## src/rtl/cal_alarm_pkg.sv

```systemverilog
package cal_alarm_pkg;

   localparam int unsigned NUM_FIELDS = 4;

   // Field order matches the alarm register address order: base+0 .. base+3.
   typedef enum logic [1:0] {
      FLD_MIN  = 2'd0,
      FLD_HOUR = 2'd1,
      FLD_DATE = 2'd2,
      FLD_WDAY = 2'd3
   } field_e;

   // Bits of each field that take part in the comparison.
   function automatic logic [7:0] field_mask(input int unsigned idx);
      case (idx)
         FLD_MIN:  return 8'h7F;
         FLD_HOUR: return 8'h3F;
         FLD_DATE: return 8'h3F;
         default:  return 8'h07;
      endcase
   endfunction

endpackage

```

## src/rtl/cal_alarm_regs.sv

```systemverilog
module cal_alarm_regs
   import cal_alarm_pkg::*;
#(
   parameter int unsigned ADDR_W      = 5,
   parameter int unsigned DATA_W      = 8,
   parameter int unsigned CTRL_A_ADDR = 0,
   parameter int unsigned CTRL_B_ADDR = 1,
   parameter int unsigned ALARM_BASE  = 10,
   parameter int unsigned IE_BIT      = 1,
   parameter int unsigned FLAG_BIT    = 3,
   parameter int unsigned EN_BIT      = 7
) (
   input  logic                                 clk,
   input  logic                                 rst_n,
   input  logic                                 wr_en,
   input  logic [ADDR_W-1:0]                    wr_addr,
   input  logic [DATA_W-1:0]                    wr_data,
   input  logic                                 fire,
   output logic [NUM_FIELDS-1:0][DATA_W-1:0]    alarm_reg,
   output logic                                 irq_en,
   output logic                                 flag
);

   localparam logic [DATA_W-1:0] FIELD_RST = DATA_W'(1) << EN_BIT;

   logic wr_ctrl_a;
   logic wr_ctrl_b;
   logic clear_req;

   assign wr_ctrl_a = wr_en && (wr_addr == ADDR_W'(CTRL_A_ADDR));
   assign wr_ctrl_b = wr_en && (wr_addr == ADDR_W'(CTRL_B_ADDR));
   assign clear_req = wr_ctrl_b && !wr_data[FLAG_BIT];

   for (genvar gi = 0; gi < NUM_FIELDS; gi++) begin : g_field
      logic hit_addr;
      assign hit_addr = wr_en && (wr_addr == ADDR_W'(ALARM_BASE + gi));

      always_ff @(posedge clk or negedge rst_n) begin
         if (!rst_n) begin
            alarm_reg[gi] <= FIELD_RST;
         end else if (hit_addr) begin
            alarm_reg[gi] <= wr_data;
         end
      end
   end

   always_ff @(posedge clk or negedge rst_n) begin
      if (!rst_n) begin
         irq_en <= 1'b0;
      end else if (wr_ctrl_a) begin
         irq_en <= wr_data[IE_BIT];
      end
   end

   // Hardware set has priority over a software clear on the same edge.
   always_ff @(posedge clk or negedge rst_n) begin
      if (!rst_n) begin
         flag <= 1'b0;
      end else if (fire) begin
         flag <= 1'b1;
      end else if (clear_req) begin
         flag <= 1'b0;
      end
   end

endmodule

```

## src/rtl/cal_alarm_cmp.sv

```systemverilog
module cal_alarm_cmp
   import cal_alarm_pkg::*;
#(
   parameter int unsigned DATA_W = 8,
   parameter int unsigned EN_BIT = 7
) (
   input  logic [NUM_FIELDS-1:0][DATA_W-1:0] now_fld,
   input  logic [NUM_FIELDS-1:0][DATA_W-1:0] alarm_reg,
   output logic [NUM_FIELDS-1:0]             fld_en,
   output logic                              any_en,
   output logic                              all_ok
);

   logic [NUM_FIELDS-1:0] fld_ok;

   for (genvar gi = 0; gi < NUM_FIELDS; gi++) begin : g_cmp
      localparam logic [DATA_W-1:0] MASK = DATA_W'(field_mask(gi));
      logic hit;
      assign fld_en[gi] = ~alarm_reg[gi][EN_BIT];
      assign hit        = ((now_fld[gi] & MASK) == (alarm_reg[gi] & MASK));
      assign fld_ok[gi] = ~fld_en[gi] | hit;
   end

   assign any_en = |fld_en;
   assign all_ok = &fld_ok;

endmodule

```

## src/rtl/cal_alarm_match.sv

```systemverilog
module cal_alarm_match
   import cal_alarm_pkg::*;
#(
   parameter int unsigned ADDR_W      = 5,
   parameter int unsigned DATA_W      = 8,
   parameter int unsigned CTRL_A_ADDR = 0,
   parameter int unsigned CTRL_B_ADDR = 1,
   parameter int unsigned ALARM_BASE  = 10,
   parameter int unsigned IE_BIT      = 1,
   parameter int unsigned FLAG_BIT    = 3,
   parameter int unsigned EN_BIT      = 7
) (
   input  logic              clk,
   input  logic              rst_n,
   input  logic              min_tick,
   input  logic [DATA_W-1:0] cur_min,
   input  logic [DATA_W-1:0] cur_hour,
   input  logic [DATA_W-1:0] cur_date,
   input  logic [DATA_W-1:0] cur_wday,
   input  logic              wr_en,
   input  logic [ADDR_W-1:0] wr_addr,
   input  logic [DATA_W-1:0] wr_data,
   output logic              alarm_flag,
   output logic              alarm_irq
);

   localparam int unsigned ADDR_SPAN = 1 << ADDR_W;

   if (DATA_W < 8) begin : g_bad_width
      $error("DATA_W must hold a BCD byte");
   end
   if (EN_BIT >= DATA_W || IE_BIT >= DATA_W || FLAG_BIT >= DATA_W) begin : g_bad_bit
      $error("control bit positions exceed DATA_W");
   end
   if (ALARM_BASE + NUM_FIELDS > ADDR_SPAN || CTRL_A_ADDR >= ADDR_SPAN ||
       CTRL_B_ADDR >= ADDR_SPAN) begin : g_bad_addr
      $error("register addresses exceed ADDR_W");
   end

   logic [NUM_FIELDS-1:0][DATA_W-1:0] now_fld;
   logic [NUM_FIELDS-1:0][DATA_W-1:0] alarm_reg;
   logic [NUM_FIELDS-1:0]             fld_en;
   logic                              any_en;
   logic                              all_ok;
   logic                              fire;
   logic                              irq_en;

   assign now_fld[FLD_MIN]  = cur_min;
   assign now_fld[FLD_HOUR] = cur_hour;
   assign now_fld[FLD_DATE] = cur_date;
   assign now_fld[FLD_WDAY] = cur_wday;

   cal_alarm_cmp #(
      .DATA_W (DATA_W),
      .EN_BIT (EN_BIT)
   ) i_cmp (
      .now_fld   (now_fld),
      .alarm_reg (alarm_reg),
      .fld_en    (fld_en),
      .any_en    (any_en),
      .all_ok    (all_ok)
   );

   assign fire = min_tick & any_en & all_ok;

   cal_alarm_regs #(
      .ADDR_W      (ADDR_W),
      .DATA_W      (DATA_W),
      .CTRL_A_ADDR (CTRL_A_ADDR),
      .CTRL_B_ADDR (CTRL_B_ADDR),
      .ALARM_BASE  (ALARM_BASE),
      .IE_BIT      (IE_BIT),
      .FLAG_BIT    (FLAG_BIT),
      .EN_BIT      (EN_BIT)
   ) i_regs (
      .clk       (clk),
      .rst_n     (rst_n),
      .wr_en     (wr_en),
      .wr_addr   (wr_addr),
      .wr_data   (wr_data),
      .fire      (fire),
      .alarm_reg (alarm_reg),
      .irq_en    (irq_en),
      .flag      (alarm_flag)
   );

   assign alarm_irq = alarm_flag & irq_en;

endmodule

```

## config.mk

```make
export PLATFORM = sky130hd
export DESIGN_NAME = cal_alarm_match
export DESIGN_NICKNAME = d
export VERILOG_FILES = /design/src/rtl/cal_alarm_pkg.sv /design/src/rtl/cal_alarm_regs.sv /design/src/rtl/cal_alarm_cmp.sv /design/src/rtl/cal_alarm_match.sv
export SDC_FILE = /design/constraint.sdc
export NUM_CORES = 1
export LEC_CHECK = 0
export CORE_ASPECT_RATIO = 2
export CORE_MARGIN = 3
export CORE_UTILIZATION = 47
export DETAILED_ROUTE_END_ITERATION = 10
export GPL_TIMING_DRIVEN = 0
export PLACE_DENSITY = 0.92
export SKIP_LAST_GASP = 1
export SYNTH_ARGS = -nofsm -noshare
export SYNTH_HDL_FRONTEND = slang
export SYNTH_SLANG_ARGS = --single-unit
```

## constraint.sdc

```tcl
create_clock -name clk -period 2.9 [get_ports clk]
set_input_delay 0.29 -clock clk [delete_from_list [all_inputs] [get_ports clk]]
set_output_delay 0.29 -clock clk [all_outputs]
set_load 0.05 [all_outputs]
```

# Yosys cells after proc, flatten, opt, wreduce, memory -nomap -nowiden
# Index checks and enable logic that the tools add are counted.
# W data, S select, Z words.
dict set report word_totals {
  register_bits 34
  latchBits 0
  mem_bits_rw 0
  mem_bits_ro 0
  elab_cells 40
  n_memories 0
}
dict set report op_classes {
  n_addsub 0
  multipliers 0
  div_mod_pow 0
  magnitude_cmp 0
  eq_ne 9
  shift 0
  mux 2
  bitwise_logic 11
  n_reduce_logical 12
}
# operator count
set ops {}
lappend ops {{$eq A5 B4 Y1 const B} 4}
lappend ops {{$eq A6 B6 Y1} 2}
lappend ops {{$eq A7 B7 Y1} 1}
lappend ops {{$logic_and A1 B1 Y1} 7}
lappend ops {{$eq A5 B1 Y1 const B} 1}
lappend ops {{$logic_not A5 Y1} 1}
lappend ops {{$not A1 Y1} 4}
lappend ops {{$or A1 B1 Y1} 4}
lappend ops {{$reduce_and A4 Y1} 1}
lappend ops {{$reduce_or A4 Y1} 1}
lappend ops {{$and A1 B1 Y1} 3}
lappend ops {{$eq A3 B3 Y1} 1}
lappend ops {{$mux W1} 2}
lappend ops {{$reduce_bool A2 Y1} 1}
lappend ops {{$logic_not A1 Y1} 1}

# Longest topological paths before layout
# Gate-level depths: netlist of run 1.
dict set report depth {
  word_depth 5
  depth_mapped 5
  depth_no_buf 4
}

# Hierarchy
# From an unflattened synthesis of run 1, not the netlist that was laid out.
dict set report unflattened {
  cells_unflattened 117
  hier_area_um2 1609.0
}
# mod n_inst cells_per_inst area_each_um2
set modules_own_cells {}
lappend modules_own_cells {cal_alarm_regs 1 80 1317.5}
lappend modules_own_cells {cal_alarm_cmp 1 35 279.0}
lappend modules_own_cells {cal_alarm_match 1 2 12.5}

# Worst setup path before layout of run 1
# OpenSTA, ideal clock, no wires.
dict set report synth_timing {
  kind {flip-flop to output port}
  startpoint {reg i_regs.flag}
  endpoint {out alarm_irq}
  arrival_time_ns 1.117
  path_slack_ns 1.493
  path_stages_with_launch 2
  n_path_buf 0
  cell_sequence {dfrtp_1 > and2_1}
}
dict set report synth_via {
  elab_chain_len 1
}
# item line_no
set synth_rtl {}
lappend synth_rtl {{from (decl)} cal_alarm_regs.sv:21} ;# output logic flag
lappend synth_rtl {{from (signal assigned)} cal_alarm_regs.sv:58} ;# flag <= 1'b0;
lappend synth_rtl {{from (signal assigned)} cal_alarm_regs.sv:60} ;# flag <= 1'b1;
lappend synth_rtl {{from (signal assigned)} cal_alarm_regs.sv:62} ;# flag <= 1'b0;
lappend synth_rtl {{$and A1 B1 Y1} cal_alarm_match.sv:87} ;# assign alarm_irq = alarm_flag & irq_en;
lappend synth_rtl {{to (decl)} cal_alarm_match.sv:24} ;# output logic alarm_irq
# No other way between the ends.

# Worst setup path in the final report of run 1
# Ends and elaborated chain as after synthesis.

==> metrics.md, run 1 <==
| Metric | Value |
|---|---|
| Status | finished clean |
| Placed Instance Area | ~0.0018 mm² |
| CP Cell Sequence | and2_1, clkdlybuf4s50_1 |
| Final hold violations | 0 |
| Synth Cell Area | around 0.0014 mm² |
| Clk buf depth | 2 |
| Final setup vio count | 0 |
| DRT antenna net count | 0 |
| Routed via count | 953 |
| Stages on the worst setup path | 2 |
| Final Cell Area | 0.00190 mm² |
| Critical Path Max Stage Delay | between 0.7 and 0.8 ns |
| Fmax achieved | approximately 540 MHz |
| Comb pwr share | between 20% and 30% |
| Internal power | about 750 µW |
| Initial antenna violation count | 0 |
| Synth Instances | slightly above 100 |
| Library cells used by synthesis | 25 |
| WL/cell | 17.1 µm |
| Core Region | between 0.002 and 0.003 mm² |
| Ports | 51 |
| Critical path capture point | alarm_irq |
| Crit Path Category | flip-flop to output port |
| PostCTS Resize Cnt | 0 |
| Top cell type's share of synthesized area | 43.4% |
| Mean Syn Cell Area | 13.7 µm² |
| Worst path arrival time | 1.55 ns |
| Total CTS buffers | 3 |
| FF-to-FF setup slack | about 1.4 ns |
| First-pass DRT Iterations | 3 |
| Critical path origin | i_regs.flag |
| Initial Utilization | between 40% and 50% |
| Post-CTS setup buffer count | 0 |
| Max transition margin | between 60% and 70% |
| Worst-margin pin slew | between 0.4 and 0.5 ns |
| Max IR drop VDD | ~0.00042 V |
| CP top delay family | buffers and inverters |
| Worst R2R Path Depth | 4 |
| Final max-slew violation count | 0 |
| Drt total wl | roughly 3000 µm |
| Layout cells sized above 1 | 28.8% |
| Psw | ~260 µW |
| Clk pwr share | 23.1% |
| Hold Crit Class | input port to asynchronous set/reset pin |
| Routability Congestion | 0.729 |
| CP Launch Type | flip-flop |
| Ys Warns | 0 |
| Vias in the first global route | ~1100 |
| CTS tree | yes |
| Setup Skew | around 0.0043 ns |
| Setup_tns | 0 ns |
| FF-to-FF End | i_regs.flag |
| IO buf count | 40 |
| Largest net degree at the start of global routing | 29 |
| Syn nets | 150 |
| Slowest cell on crit path | clkdlybuf4s50_1 |
| Max FFs per register | 26 |
| # hold bufs at CTS | 0 |
| Sw Share | 25.5% |
| Most frequent cell after synthesis | mux2_2 |
| Die area | around 0.0037 mm² |
| Crit share post-route | between 60% and 70% |
| First-pass GRT wire length | about 4700 µm |
| Worst-path maximum fanout | 3 |
| Total gr overflow | 0 |
| Max-Cap Viols | 0 |
| Top cells by count, synth | 27 x mux2_2, 24 x dfrtp_1, 15 x xor2_1 |
| Die Y | around 83 µm |
| RSZ-0062 raised after global routing | no |
| Async set-or-reset flop fraction in the synthesized netlist | 100% |
| Clock sinks | 28 |
| Main flop type after synthesis | dfrtp_1 |
| Area Overhead vs Synth | 37.6% |
| Ant diodes | 0 |
| PwrDens | 531 mW/mm² |
| Skew-Pair Late Insertion Delay | 0.27 ns |
| Vias per cell | approximately 5.4 |
| Clock-pin transition on the worst setup and hold timing paths | 0.09 ns |
| Worst path buffer plus inverter count | 1 |
| GRT Util Overall | between 15 and 20% |
| Die width | 44.4 µm |
| Largest cells by area after synthesis | dfrtp_1 43%, mux2_2 22%, xor2_1 9.5% |
| Required time of the critical path | 2.61 ns |
| EDFF count, synth | 0 |
| Post-layout min period | 1.84 ns |
| Clock tree root driver cell | clkbuf_8 |
| DP HPWL | between 2000 and 2500 µm |
| # nets final | 196 |
| H-tree levels | 1 |
| DRC Markers | 0 |
| Drt first-iter violations | 13 |
| Sequential share of power | around 52% |
| Sequential area share after synthesis | approximately 51% |
| LEAKAGE | 0.000825 µW |
| Worst R2R Start | i_regs.alarm_reg[6] |
| Setup crit end kind | output port |
| Synth Register Bits | 28 |
| Core Rows | 27 |
| Post-synth top area cell | dfrtp_1 |
## cell type report
| cell class | count | area [µm²] |
|---|---|---|
| Buffer | 1 | 5.00 |
| Clock buffer | 4 | 55.1 |
| Fill cell | 217 | 868 |
| Inverter | 1 | 3.75 |
| Multi-Input combinational cell | 71 | 668 |
| Sequential cell | 28 | 706 |
| Tap cell | 29 | 36.3 |
| Timing Repair Buffer | 41 | 428 |
## logic make-up (layout without fill, tap and decap cells)
family | after synthesis | count (layout) | synth area share (%)
muxes | 27 | 27 | 22.0
and+or+nand+nor | 16 | 16 | 9.05
xor gates and xnor gates | 22 | 22 | 13.9
AOI/OAI and AO/OA | 6 | 6 | 3.35
buffers and inverters | 2 | 47 | 0.633
DFF | 28 | 28 | 51.0
## through the flow
stage	power (µW)	utilization (%)	hold WS [ns]	setup WS, ns	std cells
after detailed placement	785	65.7	0.516	1.03	170
after CTS	1020	67.7	0.536	1.04	174
after floorplan	670	-	-0.00559	1.49	101
after global routing	1070	68.7	0.333	1.00	175
final	1010	68.7	0.307	1.06	175
after global placement	765	65.7	0.479	1.08	170
## power by group through the flow
stage                     clock network, µW  registers [µW]  logic [µW]
after global placement                    0             528         237
after detailed placement                  0             534         250
after floorplan                           0             528         143
after CTS                               243             526         252
after global routing                    255             537         276
final                                   233             525         251
## cells in the final DEF (no fill, tap or decap), types with 2 or more instances in the layout
master,count
nor4_1,2
dfstp_2,4
a31oi_1,2
xor2_1,15
o41ai_1,2
nor3_1,2
clkbuf_8,4
dfrtp_1,24
mux2_2,27
clkdlybuf4s50_1,40
xnor2_1,7
## worst reg2reg max path, cell delays in order, from the launching register on
cell and delay (ns):
dfrtp_1 0.40, xor2_1 0.17, nor4_1 0.31, a41oi_1 0.19
o41ai_1 0.28
## worst min-delay path by stage
| stage | from | endpoint | depth (start not counted) | slack [ns] |
|---|---|---|---|---|
| final | rst_n | i_regs.alarm_reg[24] | 1 | 0.31 |
| after global routing | rst_n | i_regs.alarm_reg[24] | 1 | 0.33 |
| after CTS | i_regs.alarm_reg[3] | i_regs.alarm_reg[3] | 1 | 0.54 |
| after detailed placement | i_regs.alarm_reg[3] | i_regs.alarm_reg[3] | 1 | 0.52 |
| after global placement | i_regs.irq_en | i_regs.irq_en | 1 | 0.48 |
| after floorplan | rst_n | i_regs.alarm_reg[0] | 0 | -0.006 |
## layer usage
metal	part of all wire (%)	global-route usage [%]	wire length, µm	vias up
li1	-	-	-	454
met1	38	20.7	1120	462
met2	55	31.0	1650	28
met3	3.8	1.52	113	9
met4	3.6	11.5	108	0
met5	0	0	0	-
No activity file was read; power rests on OpenSTA's default activity.
==> run 2, diff against run 1 <==
--- a/config.mk
+++ b/config.mk
@@ -7,10 +7,10 @@
 export LEC_CHECK = 0
 export CORE_ASPECT_RATIO = 2
 export CORE_MARGIN = 3
-export CORE_UTILIZATION = 47
+export CORE_UTILIZATION = 44
 export DETAILED_ROUTE_END_ITERATION = 10
 export GPL_TIMING_DRIVEN = 0
-export PLACE_DENSITY = 0.92
+export PLACE_DENSITY = 0.87
 export SKIP_LAST_GASP = 1
 export SYNTH_ARGS = -nofsm -noshare
 export SYNTH_HDL_FRONTEND = slang
==> constraint.sdc (replaced) <==
create_clock -name clk -period 1.8 [get_ports clk]
set_input_delay 0.18 -clock clk [delete_from_list [all_inputs] [get_ports clk]]
set_output_delay 0.18 -clock clk [all_outputs]
set_load 0.05 [all_outputs]
==> metrics.md, run 2 (synthesized netlist as in run 1, its figures left out) <==
| Metric | Value |
|---|---|
| Status | finished clean |
| Initial Utilization | between 40% and 50% |
| Worst-path maximum fanout | 3 |
| Fmax achieved | approximately 600 MHz |
| Commonest non-fill, non-tap cell in the layout | clkdlybuf4s50_1 |
| Commonest non-fill, non-tap cells in the layout | 38 x clkdlybuf4s50_1, 27 x mux2_2, 24 x dfrtp_1 |
| Die Y | 85.3 µm |
| Sequential share of power | 53.4% |
| Worst R2R Path Depth | 4 |
| Stages on the worst setup path | 1 |
| Routed via count | approximately 940 |
| Crit Path Category | flip-flop to output port |
| Post-layout min period | between 1.5 and 2 ns |
| Setup Skew | between 0.001 and 0.0015 ns |
| Clock tree root driver cell | clkbuf_8 |
| WL/cell | about 16 µm |
| Vias per cell | about 5.3 |
| DRC Markers | 0 |
| Vias in the first global route | roughly 1000 |
| GRT Util Overall | approximately 17% |
| Final max-slew violation count | 0 |
| Placed Instance Area | 0.00182 mm² |
| Final setup vio count | 0 |
| RSZ-0062 raised after global routing | no |
| Met3 Resource Use GR | between 2 and 3% |
| Worst R2R Start | i_regs.alarm_reg[19] |
| LEAKAGE | about 0.00083 µW |
| # nets final | roughly 200 |
| Crit share post-route | between 90 and 100% |
| Setup WS post-layout | roughly 0.14 ns |
| DRT antenna net count | 0 |
| Total CTS buffers | 3 |
| Comb pwr share | about a quarter |
| Slowest cell on crit path | clkdlybuf4s50_1 |
| Worst path buffer plus inverter count | 1 |
| Drt first-iter violations | 23 |
| Clk buf depth | 2 |
| Clk pwr share | between 20% and 30% |
| Setup crit end kind | output port |
| CTS tree | yes |
| Routability Congestion | between 0.7 and 0.8 |
| Psw | around 410 µW |
| Drt total wl | between 2000 and 3000 µm |
| Layout cells sized above 1 | between 20% and 30% |
| Required time of the critical path | 1.62 ns |
| Total gr overflow | 0 |
| PwrDens | roughly 850 mW/mm² |
| Register area | between 700 and 800 µm² |
| Fillers | between 200 and 250 |
| Internal power | around 1200 µW |
| Ant diodes | 0 |
| Skew-Pair Late Insertion Delay | 0.27 ns |
| Routing usage on met1 | between 10% and 20% |
| CP Cell Sequence | clkdlybuf4s50_1 |
| FF-to-FF setup slack | about 0.31 ns |
| Critical Path Max Stage Delay | 0.82 ns |
| Setup_tns | 0 ns |
| Initial antenna violation count | 0 |
| Core Rows | 28 |
| Hold Crit Class | input port to asynchronous set/reset pin |
| First-pass DRT Iterations | 2 |
| Core Region | ~0.003 mm² |
| CP top delay family | buffers and inverters |
| First-pass GRT wire length | ~4600 µm |
| H-tree levels | 1 |
| Busiest grt layer | met2 |
| Die width | between 40 and 50 µm |
| Max transition margin | 60.5% |
| Clock-pin transition on the worst setup and hold timing paths | around 0.090 ns |
| Worst-margin pin slew | 0.593 ns |
| Max FFs per register | 26 |
| Met2 GRT Util | ~27% |
| FF-to-FF End | i_regs.flag |
| Clock sinks | 28 |
| Ports | 51 |
| Area Overhead vs Synth | 35.5% |
| Worst path arrival time | ~1.5 ns |
| DP HPWL | around 2300 µm |
| Max IR drop VDD | around 0.00060 V |
| IO buf count | 40 |
| Critical path origin | i_regs.flag |
| Largest net degree at the start of global routing | 29 |
| Final Cell Area | 0.00187 mm² |
| CP Launch Type | flip-flop |
| Pre-CTS setup slack | about 0.013 ns |
| Area taken by multi-input logic gates | roughly 670 µm² |
| Die area | between 0.003 and 0.004 mm² |
| Sw Share | approximately a quarter |
| Final hold violations | 0 |
| Max-Cap Viols | 0 |
| Post-CTS setup buffer count | 0 |
==> run 2: cell types whose count changed in the layout (fill, tap and decap cells not counted) <==
cell,change
buf_16,-1
buf_2,+1
clkbuf_1,+1
clkbuf_8,-1
clkdlybuf4s50_1,-2
dlygate4sd3_1,+1
dlymetal6s2s_1,+1
==> run 2: area by class of cell <==
class | count | area share (%)
Clock buffer | 4 | 2.40
Inverter | 1 | 0.200
Timing Repair Buffer | 41 | 21.8
Multi-Input combinational cell | 71 | 35.7
Tap cell | 30 | 2.00
Buffer | 1 | 0.267
Sequential cell | 28 | 37.7
==> run 2: worst max path at each step <==
stage                           end  slack, ns
6_report                 alarm_flag       0.14
3_5_place_dp            i_regs.flag       0.01
5_1_grt                  alarm_flag       0.08
3_3_place_gp   i_regs.alarm_reg[26]        0.1
4_1_cts                   alarm_irq       0.04
2_1_floorplan             alarm_irq       0.50
==> run 2: timing repair <==
item	4_1_cts	5_1_grt
endpoints found under the hold margin	0	24
gates resized for setup	0	1
endpoints found under the setup margin	0	1
hold buffers	0	1
==> run 2: power groups by stage <==
stage | registers (µW) | logic [µW] | clock network (µW)
2_1_floorplan | 850 | 230 | 0
3_3_place_gp | 850 | 384 | 0
3_5_place_dp | 860 | 399 | 0
4_1_cts | 847 | 401 | 354
5_1_grt | 864 | 430 | 386
6_report | 846 | 393 | 345
==> run 2: worst reg2reg max path: stages, from the launching register on <==
cell and delay (ns):
dfrtp_1 0.41, xor2_1 0.18, nor4_2 0.30, a31oi_1 0.13, o41ai_1 0.36
==> run 2: metrics by stage <==
stage          utilization, %  std cells  total power, µW  hold WS [ns]
2_1_floorplan               -        101             1080        -0.116
4_1_cts                  62.6        175             1600         0.506
3_5_place_dp             61.1        171             1260         0.486
3_3_place_gp             61.1        171             1230         0.482
6_report                 62.9        176             1580         0.433
5_1_grt                  62.9        176             1680         0.500
==> run 2: per-layer routing <==
layer	share of wire [%]	wire length [µm]
met4	3.6	101
met1	36	1010
met5	0	0
met3	5.1	142
met2	55	1560
